## src/rtl/sps_pkg.sv

```systemverilog
package sps_pkg;
    localparam int MODE_W = 2;

    typedef enum logic [1:0] {
        ST_ON   = 2'd0,
        ST_OFF  = 2'd1,
        ST_WAKE = 2'd2
    } pwr_st_e;

    typedef struct packed {
        pwr_st_e st;
        logic    exit_wake;
        logic    pend;
    } ctrl_reg_t;
endpackage

```

## src/rtl/sps_mode_dec.sv

```systemverilog
module sps_mode_dec
    import sps_pkg::*;
(
    input  logic [MODE_W-1:0] mode,
    output logic              pd_en,
    output logic              exit_wake
);
    // 0: wake on access, 1: wake on sleep exit, 2 (reserved) and 3: no power-down
    always_comb begin
        pd_en     = (mode == MODE_W'(0)) || (mode == MODE_W'(1));
        exit_wake = (mode == MODE_W'(1));
    end
endmodule

```

## src/rtl/sps_wake_timer.sv

```systemverilog
module sps_wake_timer #(
    parameter int WAKE_CYC = 4
) (
    input  logic clk,
    input  logic rst_n,
    input  logic start,
    output logic done
);
    localparam int CW = (WAKE_CYC > 1) ? $clog2(WAKE_CYC) : 1;
    localparam logic [CW-1:0] LAST = CW'(WAKE_CYC - 1);

    typedef struct packed {
        logic          run;
        logic [CW-1:0] cnt;
    } tmr_t;

    tmr_t tmr_d, tmr_q;

    always_comb begin
        tmr_d = tmr_q;
        done  = tmr_q.run && (tmr_q.cnt == LAST);
        if (start) begin
            tmr_d.run = 1'b1;
            tmr_d.cnt = '0;
        end else if (done) begin
            tmr_d.run = 1'b0;
            tmr_d.cnt = '0;
        end else if (tmr_q.run) begin
            tmr_d.cnt = tmr_q.cnt + 1'b1;
        end
    end

    always_ff @(posedge clk or negedge rst_n) begin
        if (!rst_n) tmr_q <= '0;
        else        tmr_q <= tmr_d;
    end

    a_r6_runs_until_done: assert property (@(posedge clk) disable iff (!rst_n)
        (tmr_q.run && !done && !start) |=> tmr_q.run);
    a_r6_stops_after_done: assert property (@(posedge clk) disable iff (!rst_n)
        (done && !start) |=> !tmr_q.run);
endmodule

```

## src/rtl/sps_ctrl.sv

```systemverilog
module sps_ctrl
    import sps_pkg::*;
(
    input  logic clk,
    input  logic rst_n,
    input  logic sleep_enter,
    input  logic sleep_exit,
    input  logic acc_req,
    input  logic pd_en,
    input  logic exit_wake_live,
    input  logic tmr_done,
    output logic tmr_start,
    output logic pwr_down,
    output logic acc_stall
);
    ctrl_reg_t ctl_d, ctl_q;
    logic      wake_trig;

    always_comb begin
        ctl_d     = ctl_q;
        tmr_start = 1'b0;
        wake_trig = acc_req || (ctl_q.exit_wake && sleep_exit);
        unique case (ctl_q.st)
            ST_ON: begin
                if (sleep_enter || ctl_q.pend) begin
                    ctl_d.pend = 1'b0;
                    if (pd_en) begin
                        ctl_d.st        = ST_OFF;
                        ctl_d.exit_wake = exit_wake_live;
                    end
                end
            end
            ST_OFF: begin
                if (wake_trig) begin
                    ctl_d.st  = ST_WAKE;
                    tmr_start = 1'b1;
                end
            end
            ST_WAKE: begin
                if (sleep_enter) ctl_d.pend = 1'b1;
                if (tmr_done)    ctl_d.st   = ST_ON;
            end
            default: ctl_d.st = ST_ON;
        endcase
        pwr_down  = (ctl_q.st == ST_OFF);
        acc_stall = acc_req && (ctl_q.st != ST_ON);
    end

    always_ff @(posedge clk or negedge rst_n) begin
        if (!rst_n) ctl_q <= '{st: ST_ON, exit_wake: 1'b0, pend: 1'b0};
        else        ctl_q <= ctl_d;
    end

    a_r2_entry_powers_down: assert property (@(posedge clk) disable iff (!rst_n)
        (ctl_q.st == ST_ON && sleep_enter && pd_en) |=> pwr_down);
    a_r5_disabled_stays_on: assert property (@(posedge clk) disable iff (!rst_n)
        (ctl_q.st == ST_ON && !pd_en) |=> !pwr_down);
    a_r3_access_wakes: assert property (@(posedge clk) disable iff (!rst_n)
        (pwr_down && acc_req) |=> (!pwr_down && acc_stall == acc_req));
    a_r10_down_holds: assert property (@(posedge clk) disable iff (!rst_n)
        (pwr_down && !acc_req && !sleep_exit) |=> pwr_down);
    a_r8_no_entry_while_waking: assert property (@(posedge clk) disable iff (!rst_n)
        (ctl_q.st == ST_WAKE) |=> !pwr_down);
endmodule

```

## src/rtl/sleep_pwr_seq.sv

```systemverilog
module sleep_pwr_seq
    import sps_pkg::*;
#(
    parameter int WAKE_CYC = 4
) (
    input  logic              clk,
    input  logic              rst_n,
    input  logic [MODE_W-1:0] mode,
    input  logic              sleep_enter,
    input  logic              sleep_exit,
    input  logic              acc_req,
    output logic              pwr_down,
    output logic              acc_stall
);
    logic pd_en, exit_wake_live, tmr_start, tmr_done;

    sps_mode_dec dec_i (
        .mode      (mode),
        .pd_en     (pd_en),
        .exit_wake (exit_wake_live)
    );

    sps_wake_timer #(.WAKE_CYC(WAKE_CYC)) tmr_i (
        .clk   (clk),
        .rst_n (rst_n),
        .start (tmr_start),
        .done  (tmr_done)
    );

    sps_ctrl ctrl_i (
        .clk            (clk),
        .rst_n          (rst_n),
        .sleep_enter    (sleep_enter),
        .sleep_exit     (sleep_exit),
        .acc_req        (acc_req),
        .pd_en          (pd_en),
        .exit_wake_live (exit_wake_live),
        .tmr_done       (tmr_done),
        .tmr_start      (tmr_start),
        .pwr_down       (pwr_down),
        .acc_stall      (acc_stall)
    );
endmodule

```

## config.mk

```make
export PLATFORM = sky130hd
export DESIGN_NAME = sleep_pwr_seq
export DESIGN_NICKNAME = d
export VERILOG_FILES = /design/src/rtl/sps_pkg.sv /design/src/rtl/sps_mode_dec.sv /design/src/rtl/sps_wake_timer.sv /design/src/rtl/sps_ctrl.sv /design/src/rtl/sleep_pwr_seq.sv
export SDC_FILE = /design/constraint.sdc
export NUM_CORES = 1
export LEC_CHECK = 0
export ABC_AREA = 1
export BUFFER_PORTS_ARGS = -buffer_cell sky130_fd_sc_hd__buf_2
export CELL_PAD_IN_SITES_DETAIL_PLACEMENT = 1
export CELL_PAD_IN_SITES_GLOBAL_PLACEMENT = 1
export CORE_AREA = 2 2 39 41
export DETAILED_ROUTE_END_ITERATION = 12
export DIE_AREA = 0 0 41 43
export GPL_TIMING_DRIVEN = 0
export PLACE_DENSITY = 0.65
export SLEW_MARGIN = 20
export SYNTH_ARGS = -nofsm -noshare
export SYNTH_HDL_FRONTEND = slang
export SYNTH_HIERARCHICAL = 1
export SYNTH_SLANG_ARGS = --single-unit
```

## constraint.sdc

```tcl
create_clock -name clk -period 2.05 [get_ports clk]
set_clock_uncertainty 0.1 [all_clocks]
set_input_delay 0 -clock clk [delete_from_list [all_inputs] [get_ports clk]]
set_output_delay 0 -clock clk [all_outputs]
set_load 0.01 [all_outputs]
```

== Yosys cells after proc, flatten, opt, wreduce, memory -nomap -nowiden ==
Index checks and enable logic that the tools add are counted.

* Bits in registers: 7
* Bits in writable memories: 0
* Word-level logic and storage cells: 43
* ROM bits: 0
* Latch bits: 0
* Memories kept: 0
* Output and inout bits: 2

* Reductions and logical operators: 15
* Div/mod/pow operators: 0
* Bitwise operators: 0
* Multiply operators: 0
* Multiplexer cells: 13
* Shift operators: 0
* $lt $le $gt $ge: 0
* Add/sub/neg operators: 1
* Equality and inequality tests: 9

{| class="wikitable"
|+ Operator list
! kind !! number
|-
| $mux W2 || 4
|-
| $ne A2 B1 Y1 const B || 4
|-
| $mux W3 || 2
|-
| $pmux W2 S3 || 1
|-
| $reduce_and A3 Y1 || 2
|-
| $reduce_bool A2 Y1 || 3
|-
| $eq A2 B1 Y1 const B || 2
|-
| $eq A2 B2 Y1 const B || 2
|-
| $logic_not A2 Y1 || 2
|-
| $mux W1 || 4
|-
| $mux W4 || 1
|-
| $reduce_and A4 Y1 || 1
|-
| $logic_and A1 B1 Y1 || 3
|-
| $logic_or A1 B1 Y1 || 3
|-
| $reduce_bool A3 Y1 || 1
|-
| $add A2 B1 Y2 const B || 1
|-
| $ne A2 B2 Y1 const B || 1
|-
| $pmux W1 S2 || 1
|}

== Longest topological paths before layout ==
Gate-level depths: netlist of the first run.

* Depth in word-level cells: 5
* Mapped depth: 7
* Mapped depth without buffers: 7

== Hierarchy ==
The synthesis of the first run kept the hierarchy.

{| class="wikitable"
|+ Modules (own cells, without submodules)
! module !! area each (um^2) !! seq. area each (um^2) !! instances !! cells each
|-
| sps_ctrl || 205.2 || 100.1 || 1 || 25
|-
| sps_wake_timer || 146.4 || 75.1 || 1 || 17
|-
| sps_mode_dec || 13.8 || 0.0 || 1 || 3
|}

== Worst setup path after synthesis of the first run ==
No wires, ideal clock.

* Path kind: reg-to-reg
* Start: register ctrl_i/ctl_q[3] (netlist bit)
* End: register tmr_i/tmr_q[1] (netlist bit)
* Arrival: 875 ps
* Period minus slack after synthesis: 1,092 ps
* Stages on the path, launching flop included: 7
* Slack: 958 ps
* Data required time: 1,833 ps
* Path buffers: 0
* Library setup time: 117 ps
* Cells stage by stage: dfrtp_1 > nor2_4 > inv_2 > nor2_1 > inv_1 > o21ai_1 > nor2_1

* Longest elaborated chain between the ends: 3
* Elaborated cells on any way between the ends: 4
* Classes of those cells: eq/ne (1); mux (2); reduce/logical (1)

{| class="wikitable"
|+ RTL lines
! element !! RTL line !! RTL
|-
| start: declaration || sps_ctrl.sv:16 || <nowiki>ctrl_reg_t ctl_d, ctl_q;</nowiki>
|-
| start signal: assignment || sps_ctrl.sv:50 || <nowiki>if (!rst_n) ctl_q <= '{st: ST_ON, exit_wake: 1'b0, pend: 1'b0};</nowiki>
|-
| start signal: assignment || sps_ctrl.sv:51 || <nowiki>else ctl_q <= ctl_d;</nowiki>
|-
| $eq A2 B1 Y1 (*) || -- ||
|-
| named net pwr_down || sleep_pwr_seq.sv:12 || <nowiki>output logic pwr_down,</nowiki>
|-
| $mux W1 (*) || sps_ctrl.sv:23 || <nowiki>unique case (ctl_q.st)</nowiki>
|-
| named net tmr_start || sleep_pwr_seq.sv:15 || <nowiki>logic pd_en, exit_wake_live, tmr_start, tmr_done;</nowiki>
|-
| $reduce_bool A3 Y1 (no line) / $mux W3 (equally long branches) || -- ||
|-
| end signal: assignment || sps_wake_timer.sv:35 || <nowiki>else tmr_q <= tmr_d;</nowiki>
|-
| end: declaration || sps_wake_timer.sv:17 || <nowiki>tmr_t tmr_d, tmr_q;</nowiki>
|}

The timed path passes the listed nets; every way through them passes the cells marked *.
A chain may end at the register's enable or synchronous reset.

== Final worst setup path of the first run ==
* Start: register ctrl_i/ctl_q[1] (netlist bit)
* End: register ctrl_i/ctl_q[2] (netlist bit)

* Longest elaborated chain between the ends: 4

{| class="wikitable"
|+ RTL lines
! element !! RTL line !! RTL
|-
| $logic_and A1 B1 Y1 || sps_ctrl.sv:22 || <nowiki>wake_trig = acc_req || (ctl_q.exit_wake && sleep_exit);</nowiki>
|-
| $logic_or A1 B1 Y1 || sps_ctrl.sv:22 ||
|-
| $ne A2 B1 Y1 (no line) || -- ||
|-
| $reduce_and A4 Y1 (no line) || -- ||
|}

Every way passes these cells.

==> summary.md, run 1 <==
| Metric | Value |
|---|---|
| Status | `completed` |
| Top Ports | `9` |
| Port bufs | `8` |
| DR iter-0 viols | `0` |
| Post-Route Setup TNS | `0 ns` |
| Routed len/inst | `9.000 um` |
| CP Data Required Time | `2.14 ns` |
| Period minus WS final | `1.476 ns` |
| CTS Buffer Depth | `2` |
| Post-DP HPWL | `549.2 um` |
| Final core utilization | `0.3626` |
| Register share of total power | `0.409` |
| Die outline area | `1763 um2` |
| Aggregate global-route resource usage | `0.1072` |
| FP Rows | `14` |
| Mapped Avg Cell Area | `8.119 um2` |
| TritonCTS buffer count | `3` |
| Int Power | `0.0003895 W` |
| ANT cells | `0` |
| Post-Synth XOR/XNOR Area | `0` |
| Endpoints failing setup | `0` |
| Detail Route Antenna Nets | `0` |
| Cells after Synth | `45` |
| Commonest non-fill, non-tap cells in the layout | `inv_1, nand2_1, buf_2` |
| Register area share after synthesis | `0.4795` |
| Syn Nets | `53` |
| Initial antenna violation count | `0` |
| Fmax | `0.6777 GHz` |
| Final nets | `71` |
| P_sw | `0.0002499 W` |
| Via count | `338` |
| Worst min path class | `in2async` |
| Setup slack after layout | `0.5744 ns` |
| RSZ-0062 raised after global routing | `false` |
| Final hold vios | `0` |
| Slew Limit Fails | `0` |
| Leak | `0.2732 nW` |
| First drt pass iteration count | `1` |
| Worst-path clk slew | `0.05 ns` |
| Clock Sinks | `7` |
| Slew @ Worst Pin | `0.1855 ns` |
| VDD IR max | `0.4170 mV` |
| Worst R2R End | `ctrl_i/ctl_q[2]` |
| First-pass GRT wire length | `1242 um` |
| Crit start category | `register` |
| Switching share of power | `0.3909` |
| Clock share of power | `0.199` |
| R2R Path Start | `ctrl_i/ctl_q[1]` |
| Kind of end point of the critical path | `register` |
| Vias per cell | `4.333` |
| H-tree Lvls | `1` |
| MaxCap Viol Count | `0` |
| Share of layout cells above drive strength 1 | `0.3226` |
| Pre-CTS worst setup slack | `0.8980 ns` |
| PwrDens | `1274 nW/um2` |
| DIE HEIGHT | `43 um` |
| Worst Path Arrival | `1.57 ns` |
| Mux cell area share after synthesis | `0` |
| Crit path capture | `ctrl_i/ctl_q[2]` |
| Worst-Skew Late Latency | `0.25 ns` |
| Period utilization | `0.7198` |
| Post-route DRC | `0` |
| Flop2flop setup slack | `0.57 ns` |
| Synth Register Bits | `7` |
| Post-synth cell types | `17` |
| Final WL | `702 um` |
| RD Place Congestion | `0.6295` |
| Largest net degree at the start of global routing | `8` |
| Core Footprint | `1384 um2` |
| Worst R2R Path Depth | `4` |
| Combinational power share | `0.391` |
| Die Span X | `41 um` |
| Synth Area in Adders | `0.03425` |
| Post-CTS Resized | `0` |
| Slew headroom | `0.8764` |
| Post-Synth Simple-Gate Area | `0.2568` |
| Kind of critical path | `reg2reg` |
| Initial Utilization | `0.2640` |
| Post-synthesis compound-gate area fraction | `0.1164` |
| CTS tree | `yes` |
| Crit path max fanout | `2` |
| Largest family of logic cells by synthesized area | `simple AND/OR/NAND/NOR gates` |
| Mapped cell area | `365.4 um2` |
| Synthesis-to-layout area growth | `37.33%` |
| Synth Warn # | `6` |
| Gr ovfl total | `0` |
| Vias in the first global route | `316` |
| Root buffer cell | `clkbuf_4` |
| Worst Setup SP | `ctrl_i/ctl_q[1]` |
-- layer usage --
layer  wire length (um)  track usage  part of all wire
met5                  0            0                 0
met1                299       0.1184              0.43
met4                 14      0.06000             0.020
met2                338       0.1625              0.48
met3                 48      0.04712             0.068
-- state kept, by name, summed over array words and instances, names as in the netlist --
name          count
ctrl_i/ctl_q      4
tmr_i/tmr_q       3
-- worst min-delay path by stage --
stage	to	slack, ns	depth (start not counted)
3_5_place_dp	ctrl_i/ctl_q[0]	-0.25	1
2_1_floorplan	ctrl_i/ctl_q[0]	-0.40	0
3_3_place_gp	ctrl_i/ctl_q[0]	-0.26	1
5_1_grt	ctrl_i/ctl_q[2]	0.03	2
4_1_cts	ctrl_i/ctl_q[0]	0.005	2
6_report	ctrl_i/ctl_q[3]	0.008	2
-- worst max-delay path, stage by stage, from the launching register on --
cell and delay [ns]:
dfrtp_1 0.37, a21oi_1 0.20, dlygate4sd3_1 0.63, nand2_1 0.06, nand2_1 0.05
-- power groups by stage --
stage                     Sequential [W]  Clock [W]  Combinational (W)
final                           0.000262   0.000128           0.000250
after global routing            0.000270   0.000143           0.000302
after CTS                       0.000262   0.000136           0.000257
after detailed placement        0.000263          0           0.000247
after global placement          0.000263          0           0.000239
after floorplan                 0.000252          0           0.000193
-- cell usage after synthesis --
| library cell | n | area, um2 |
|---|---|---|
| nor2_4 | 1 | 11.26 |
| nor2_2 | 2 | 12.51 |
| nand2_2 | 1 | 6.260 |
| nand3_1 | 1 | 5.000 |
| a21oi_1 | 2 | 10.01 |
| nand3b_1 | 1 | 7.510 |
| dfrtp_1 | 7 | 175.2 |
| nand2_1 | 8 | 30.03 |
| inv_2 | 3 | 11.26 |
| nor2_1 | 4 | 15.01 |
| a21oi_2 | 1 | 8.760 |
| ha_1 | 1 | 12.51 |
| o21ai_2 | 1 | 8.760 |
| nand4_1 | 1 | 6.260 |
| o21ai_0 | 1 | 5.000 |
| o21ai_1 | 2 | 10.01 |
| inv_1 | 8 | 30.03 |
-- stage by stage --
stage	hold WS (ns)	cell area [um2]	total power [W]	instances
after global routing	0.02774	501.7	0.0007150	78
final	0.008454	501.7	0.0006394	78
after detailed placement	-0.2545	425.4	0.0005098	69
after floorplan	-0.3956	365.4	0.0004453	45
after global placement	-0.2554	425.4	0.0005026	69
after CTS	0.005293	501.7	0.0006552	78
-- cell type report --
class / count / area, um2
fill: 177 / 882.1
sequential: 7 / 175.2
multi-input combinational: 27 / 148.9
timing repair buffer: 13 / 90.09
inverter: 11 / 41.29
clock buffer: 4 / 26.28
tap: 16 / 20.02
-- repair_timing --
action                                 4_1_cts  5_1_grt
setup endpoints to repair                    0        0
hold buffers                                 5        0
endpoints found under the hold margin       10        0
setup buffers                                0        0
-- logic make-up after synthesis --
group / after synthesis
simple gates: 19
buf+inv: 11
compound gates: 7
flops: 7
fa+ha+maj: 1
No activity file was read; power rests on OpenSTA's default activity.
==> run 2: changes to the inputs <==
Settings changed: ABC_AREA 1 to 0, PLACE_DENSITY 0.65 to 0.63.
Clock period 2.05 ns to 1.3 ns, I/O delays scaled along.
==> run 2 against run 1 <==
Combinational power up 72%. Sequential cell count unchanged. Hold slack worse by 0.0078 ns. Power up 66%. Largest cell class unchanged. Largest power group is now combinational logic.
==> summary.md, run 2 <==
| Metric | Value |
|---|---|
| Top post-synthesis cells by count | `dfrtp_1, nor2_1` |
| Status | `completed` |
| Register area share after synthesis | `0.4965 (+0.01700)` |
| CP Data Required Time | `1.34 ns (-0.80 ns)` |
| Regs by FF count | `ctrl_i/ctl_q: 4 flops, tmr_i/tmr_q: 3 flops` |
| Most common cell after layout, fill and taps aside | `buf_2` |
| Aggregate global-route resource usage | `0.1121 (+0.004942)` |
| Top Ports | `9 (unchanged)` |
| Worst min path class | `in2async` |
| Routed len/inst | `11.32 um (+26%)` |
| Fmax | `0.7832 GHz (+16%)` |
| Post-synth cell types | `19 (+2)` |
| Post-synth EDFFs | `0 (unchanged)` |
| Synthesis-to-layout area growth | `45.74%` |
| Combinational power share | `0.405 (+0.014)` |
| Post-route DRC | `0 (unchanged)` |
| Final nets | `61 (-14%)` |
| Synth Warn # | `6 (unchanged)` |
| Initial Utilization | `0.2550 (-0.009042)` |
| Switching share of power | `0.3267 (-0.06413)` |
| CTS tree | `yes` |
| Clock share of power | `0.193 (-0.006)` |
| CTS Buffer Depth | `2 (unchanged)` |
| Via count | `304 (-10%)` |
| Max FFs per register | `4 (unchanged)` |
| RD Place Congestion | `0.6700 (+6.4%)` |
| Synth Register Bits | `7 (unchanged)` |
| Slew headroom | `0.7723 (-0.1041)` |
| Reg with most FFs | `ctrl_i/ctl_q` |
| Share of layout cells above drive strength 1 | `0.4423 (+0.1197)` |
| Syn Nets | `40 (-25%)` |
| Kind of end point of the critical path | `register` |
| Main flop type after synthesis | `dfrtp_1` |
| Commonest non-fill, non-tap cells in the layout | `buf_2, dfrtp_1, buf_4, dlygate4sd3_1` |
| H-tree Lvls | `1 (unchanged)` |
| Kind of critical path | `reg2reg` |
| Mapped Avg Cell Area | `11.03 um2 (+36%)` |
| Post-DP HPWL | `474.5 um (-14%)` |
| TritonCTS buffer count | `3 (unchanged)` |
| Vias in the first global route | `284 (-10%)` |
| Crit path max fanout | `5 (+3)` |
| Final WL | `770 um (+9.7%)` |
| First-pass GRT wire length | `1193 um (-3.9%)` |
| DIE HEIGHT | `43 um (unchanged)` |
| Gr ovfl total | `0 (unchanged)` |
| PwrDens | `2064 nW/um2 (+62%)` |
| Vias per cell | `4.471 (+3.2%)` |
| Int Power | `0.0007148 W (+84%)` |
| Largest net degree at the start of global routing | `8 (unchanged)` |
| MaxCap Viol Count | `0 (unchanged)` |
| P_sw | `0.0003469 W (+39%)` |
| # fillers | `169 (-4.5%)` |
| Endpoints failing setup | `0 (unchanged)` |
| Initial antenna violation count | `0 (unchanged)` |
| Die outline area | `1763 um2 (unchanged)` |
| FP Rows | `14 (unchanged)` |
| Final hold vios | `0 (unchanged)` |
| First drt pass iteration count | `2 (+1)` |
| Worst-Skew Late Latency | `0.26 ns (about the same)` |
| Root buffer cell | `clkbuf_4` |
| Leak | `0.2574 nW (-5.8%)` |
| Finished Layout Cells | `68 (-13%)` |
| Count leader, synth | `dfrtp_1` |
| Period minus WS final | `1.277 ns (-0.1988 ns)` |
| Die Span X | `41 um (unchanged)` |
| ANT cells | `0 (unchanged)` |
| DR iter-0 viols | `1 (+1)` |
| Post-Route Setup TNS | `0 ns (unchanged)` |
| Period utilization | `0.9821 (+0.2623)` |
| Cells after Synth | `32 (-29%)` |
| Mapped cell area | `352.8 um2 (-3.4%)` |
| Crit start category | `register` |
| Core Footprint | `1384 um2 (unchanged)` |
| Slew Limit Fails | `0 (unchanged)` |
| Fin area | `514.2 um2 (+2.5%)` |
| Detail Route Antenna Nets | `0 (unchanged)` |
| RSZ-0062 raised after global routing | `true` |
| Placed Area | `412.9 um2 (-2.9%)` |
| Worst Path Arrival | `1.32 ns (-0.25 ns)` |
| Slew @ Worst Pin | `0.3416 ns (+0.1561 ns)` |
| Register share of total power | `0.402 (-0.007)` |
| Top cell type's share of synthesized area | `0.4965 (+0.01700)` |
| Port bufs | `8 (unchanged)` |
| Clock Sinks | `7 (unchanged)` |
| FFs w/ async S/R, synth | `1.000 (unchanged)` |
| Synth top area cells | `dfrtp_1, nor2b_4, a21o_2, nor2_1, ha_1` |
| Placed cells | `56 (-19%)` |
| Worst-path clk slew | `0.06 ns (about the same)` |
| VDD IR max | `0.7723 mV (+85%)` |
| Synth area leader | `dfrtp_1` |
-- run 2: final timing paths --
check	from	end	cells after the start	slack, ns
max in group asynchronous	rst_n	ctrl_i/ctl_q[2]	2	0.92
worst min register to register	ctrl_i/ctl_q[1]	ctrl_i/ctl_q[1]	1	0.39
worst max register to register	ctrl_i/ctl_q[3]	tmr_i/tmr_q[0]	4	0.02
min in group clk	sleep_exit	ctrl_i/ctl_q[2]	4	0
worst max-delay path	ctrl_i/ctl_q[3]	tmr_i/tmr_q[0]	4	0.02
worst min-delay path	rst_n	ctrl_i/ctl_q[1]	2	0.0007
-- run 2: area by class of cell --
class	instances	area [um2]	share of cell area
sequential	7	177.7	0.3455
multi-input combinational	23	172.7	0.3358
inverter	2	7.507	0.01460
clock buffer	4	26.28	0.05109
tap	16	20.02	0.03893
timing repair buffer	16	110.1	0.2141
-- run 2: critical path: stages (launching register included) --
cell,delay [ns]
dfrtp_2,0.45
nor2b_4,0.12
nor2b_4,0.21
nor2_2,0.05
a32o_1,0.24
-- run 2: timing repair --
item                       4_1_cts  5_1_grt
setup endpoints to repair        1        1
resized for setup                2        1
setup buffers                    2        2
hold endpoints to repair        10        0
pin swaps                        0        2
hold buffers                     4        0
-- run 2: power by group through the flow --
| stage | logic [W] | clock network, W | registers (W) |
|---|---|---|---|
| 2_1_floorplan | 0.000273 | 0 | 0.000410 |
| 3_5_place_dp | 0.000340 | 0 | 0.000436 |
| 6_report | 0.000430 | 0.000204 | 0.000427 |
| 3_3_place_gp | 0.000331 | 0 | 0.000438 |
| 4_1_cts | 0.000396 | 0.000208 | 0.000429 |
| 5_1_grt | 0.000488 | 0.000232 | 0.000448 |
-- run 2: per-layer routing --
metal / part of all wire / vias up / global-route usage / wire length, um
met3: 0.086 / 3 / 0.09424 / 66
met1: 0.42 / 144 / 0.1180 / 325
met2: 0.48 / 9 / 0.1500 / 367
li1: - / 148 / - / -
met4: 0.014 / 0 / 0.06000 / 11
met5: 0 / - / 0 / 0
-- run 2: through the flow --
stage               hold WS [ns]    util  worst slack (ns)  power [W]
floorplan                -0.3956       -          0.003177  0.0006828
detailed placement       -0.2544  0.2984          -0.06135  0.0007761
global route             0.01976  0.3716          -0.06148   0.001168
CTS                     0.006510  0.3590          0.002664   0.001034
finish                 0.0006961  0.3716           0.02325   0.001062
global placement         -0.2515  0.2984          -0.07191  0.0007687
-- run 2: cells by family (layout without fill, tap and decap cells) --
group | count (synthesis) | count (layout) | synth area share
adder cells (fa/ha/maj) | 1 | 1 | 0.03546
flip-flops | 7 | 7 | 0.4965
multiplexers | 2 | 2 | 0.06028
AO/OA/AOI/OAI | 8 | 8 | 0.1667
buffers and inverters | 2 | 22 | 0.02128
AND/OR/NAND/NOR | 12 | 12 | 0.2199
==> run 3: changes to the inputs <==
Settings changed: PLACE_DENSITY 0.63 to default, PLACE_DENSITY_LB_ADDON from default to 0.1.
==> run 3 against run 2 <==
Clock-buffer cell count unchanged. Highest routed layer unchanged. Global-route usage up 2.8 points. Core utilization up 1.5 points. Critical endpoint unchanged. Sequential cell count unchanged. Die area unchanged. First-iteration DRC count up 100%. Critical path type unchanged.
==> summary.md, run 3 (same netlist as run 2, synthesis figures left out) <==
| Metric | Value |
|---|---|
| Most common cell after layout, fill and taps aside | `buf_2` |
| Met2 routed WL | `545 um (+49%)` |
| Regs by FF count | `ctrl_i/ctl_q: 4 flops, tmr_i/tmr_q: 3 flops` |
| Core Footprint | `1384 um2 (unchanged)` |
| Largest net degree at the start of global routing | `8 (unchanged)` |
| Final WL | `947 um (+23%)` |
| CTS Buffer Depth | `2 (unchanged)` |
| Period utilization | `0.9724 (-0.009672)` |
| CTS tree | `yes` |
| Worst Path Arrival | `1.30 ns (-0.02 ns)` |
| DR iter-0 viols | `2 (+1)` |
| Share of layout cells above drive strength 1 | `0.4630 (+0.02066)` |
| DIE HEIGHT | `43 um (unchanged)` |
| Detail Route Antenna Nets | `0 (unchanged)` |
| Crit start category | `register` |
| Routed len/inst | `13.53 um (+19%)` |
| Max Used Layer | `met4` |
| Slew headroom | `0.8555 (+0.08320)` |
| Met3 WL | `34 um (-48%)` |
| Die Span X | `41 um (unchanged)` |
| Status | `completed` |
| Crit path max fanout | `4 (-1)` |
| Port bufs | `8 (unchanged)` |
| Initial antenna violation count | `0 (unchanged)` |
| Worst min path class | `in2async` |
| Final nets | `63 (+3.3%)` |
| Die outline area | `1763 um2 (unchanged)` |
| # fillers | `167 (-1.2%)` |
| Worst-Skew Late Latency | `0.26 ns (about the same)` |
| VDD IR max | `0.6723 mV (-13%)` |
| Fmax | `0.7910 GHz (+0.99%)` |
| Period minus WS final | `1.264 ns (-0.01257 ns)` |
| Vias per cell | `4.729 (+5.8%)` |
| Via count | `331 (+8.9%)` |
| Aggregate global-route resource usage | `0.1400 (+0.02784)` |
| Slowest stage delay, CP | `0.44 ns (about the same)` |
| Max FFs per register | `4 (unchanged)` |
| Final hold vios | `0 (unchanged)` |
| Metal1 wirelength | `349 um (+7.4%)` |
| RD Place Congestion | `0.5978 (-11%)` |
| Endpoints failing setup | `0 (unchanged)` |
| Initial Utilization | `0.2550 (unchanged)` |
| Gr ovfl total | `0 (unchanged)` |
| TritonCTS buffer count | `3 (unchanged)` |
| MaxCap Viol Count | `0 (unchanged)` |
| Reg with most FFs | `ctrl_i/ctl_q` |
| Most frequent CP cell | `nor2b_4` |
| Placed cells | `56 (unchanged)` |
| Leak | `0.2671 nW (+3.8%)` |
| CP Data Required Time | `1.34 ns (about the same)` |
| Commonest non-fill, non-tap cells in the layout | `buf_2, dfrtp_1, buf_4, dlygate4sd3_1` |
| Clock Sinks | `7 (unchanged)` |
| PwrDens | `2070 nW/um2 (+0.24%)` |
| Top Ports | `9 (unchanged)` |
| Finished Layout Cells | `70 (+2.9%)` |
| RSZ-0062 raised after global routing | `true` |
| Crit path max-delay family | `flip-flops` |
| Post-route DRC | `0 (unchanged)` |
| FP Rows | `14 (unchanged)` |
| Buf+Inv Stages, Crit Path | `0 (unchanged)` |
| Vias in the first global route | `367 (+29%)` |
| Slew @ Worst Pin | `0.2168 ns (-0.1248 ns)` |
| H-tree Lvls | `1 (unchanged)` |
| Worst-path clk slew | `0.06 ns (about the same)` |
| First drt pass iteration count | `2 (unchanged)` |
| Root buffer cell | `clkbuf_4` |
| Kind of end point of the critical path | `register` |
| CP max-delay cell | `dfrtp_2` |
| Kind of critical path | `reg2reg` |
| First-pass GRT wire length | `1566 um (+31%)` |
| ANT cells | `0 (unchanged)` |
| Slew Limit Fails | `0 (unchanged)` |
| Worst path cell trace | `nor2b_4 -> nor2b_4 -> nor2_2 -> a32o_1` |
| Synthesis-to-layout area growth | `51.77%` |
| Hold_ws | `0.005073 ns (+0.004377 ns)` |
==> run 3: where the power goes <==
part           total (W)  switching (W)  internal, W
clock network   0.000204      0.0000864     0.000118
registers       0.000437       0.000107     0.000330
logic           0.000467       0.000184     0.000282
total            0.00111       0.000378     0.000730
==> run 3: final cells by class <==
cell class,count,area [um2],area share
repair buffers,18,127.6,0.2383
well taps,16,20.02,0.03738
clock buffers,4,26.28,0.04907
flip-flops and latches,7,177.7,0.3318
inverters,2,7.507,0.01402
multi-input cells,23,176.4,0.3294
==> run 3: timing repair <==
| action | in CTS | in global routing |
|---|---|---|
| buffers inserted | 5 | 0 |
| endpoints found under the setup margin | 1 | 2 |
| hold buffers | 5 | 0 |
| pin swaps | 0 | 2 |
| gates resized for setup | 3 | 2 |
| endpoints found under the hold margin | 10 | 0 |
==> run 3: worst paths after layout <==
kind	start	to	slack, ns	cells past startpoint
worst max-delay path	ctrl_i/ctl_q[3]	tmr_i/tmr_q[0]	0.04	4
worst min-delay path	rst_n	ctrl_i/ctl_q[1]	0.005	2
worst max register to register	ctrl_i/ctl_q[3]	tmr_i/tmr_q[0]	0.04	4
worst min register to register	ctrl_i/ctl_q[0]	ctrl_i/ctl_q[0]	0.42	1
max in group asynchronous	rst_n	ctrl_i/ctl_q[2]	0.92	2
min in group clk	mode[1]	ctrl_i/ctl_q[1]	0.02	3
==> run 3: metal layers <==
layer / track usage / up-vias
met5: 0 / -
met2: 0.2563 / 8
met4: 0.08000 / 0
li1: - / 155
met3: 0.03141 / 2
met1: 0.1262 / 166
==> run 3: stage by stage <==
step	setup slack, ns	cell area [um2]	setup TNS [ns]	util	total power (W)
finish	0.03582	535.5	0	0.3870	0.001108
global route	-0.007208	535.5	-0.007208	0.3870	0.001202
CTS	0.01362	533.0	0	0.3852	0.001112
detailed placement	-0.08938	412.9	-0.08938	0.2984	0.0007958
global placement	-0.03606	412.9	-0.03606	0.2984	0.0007571
floorplan	0.003177	352.8	0	-	0.0006828
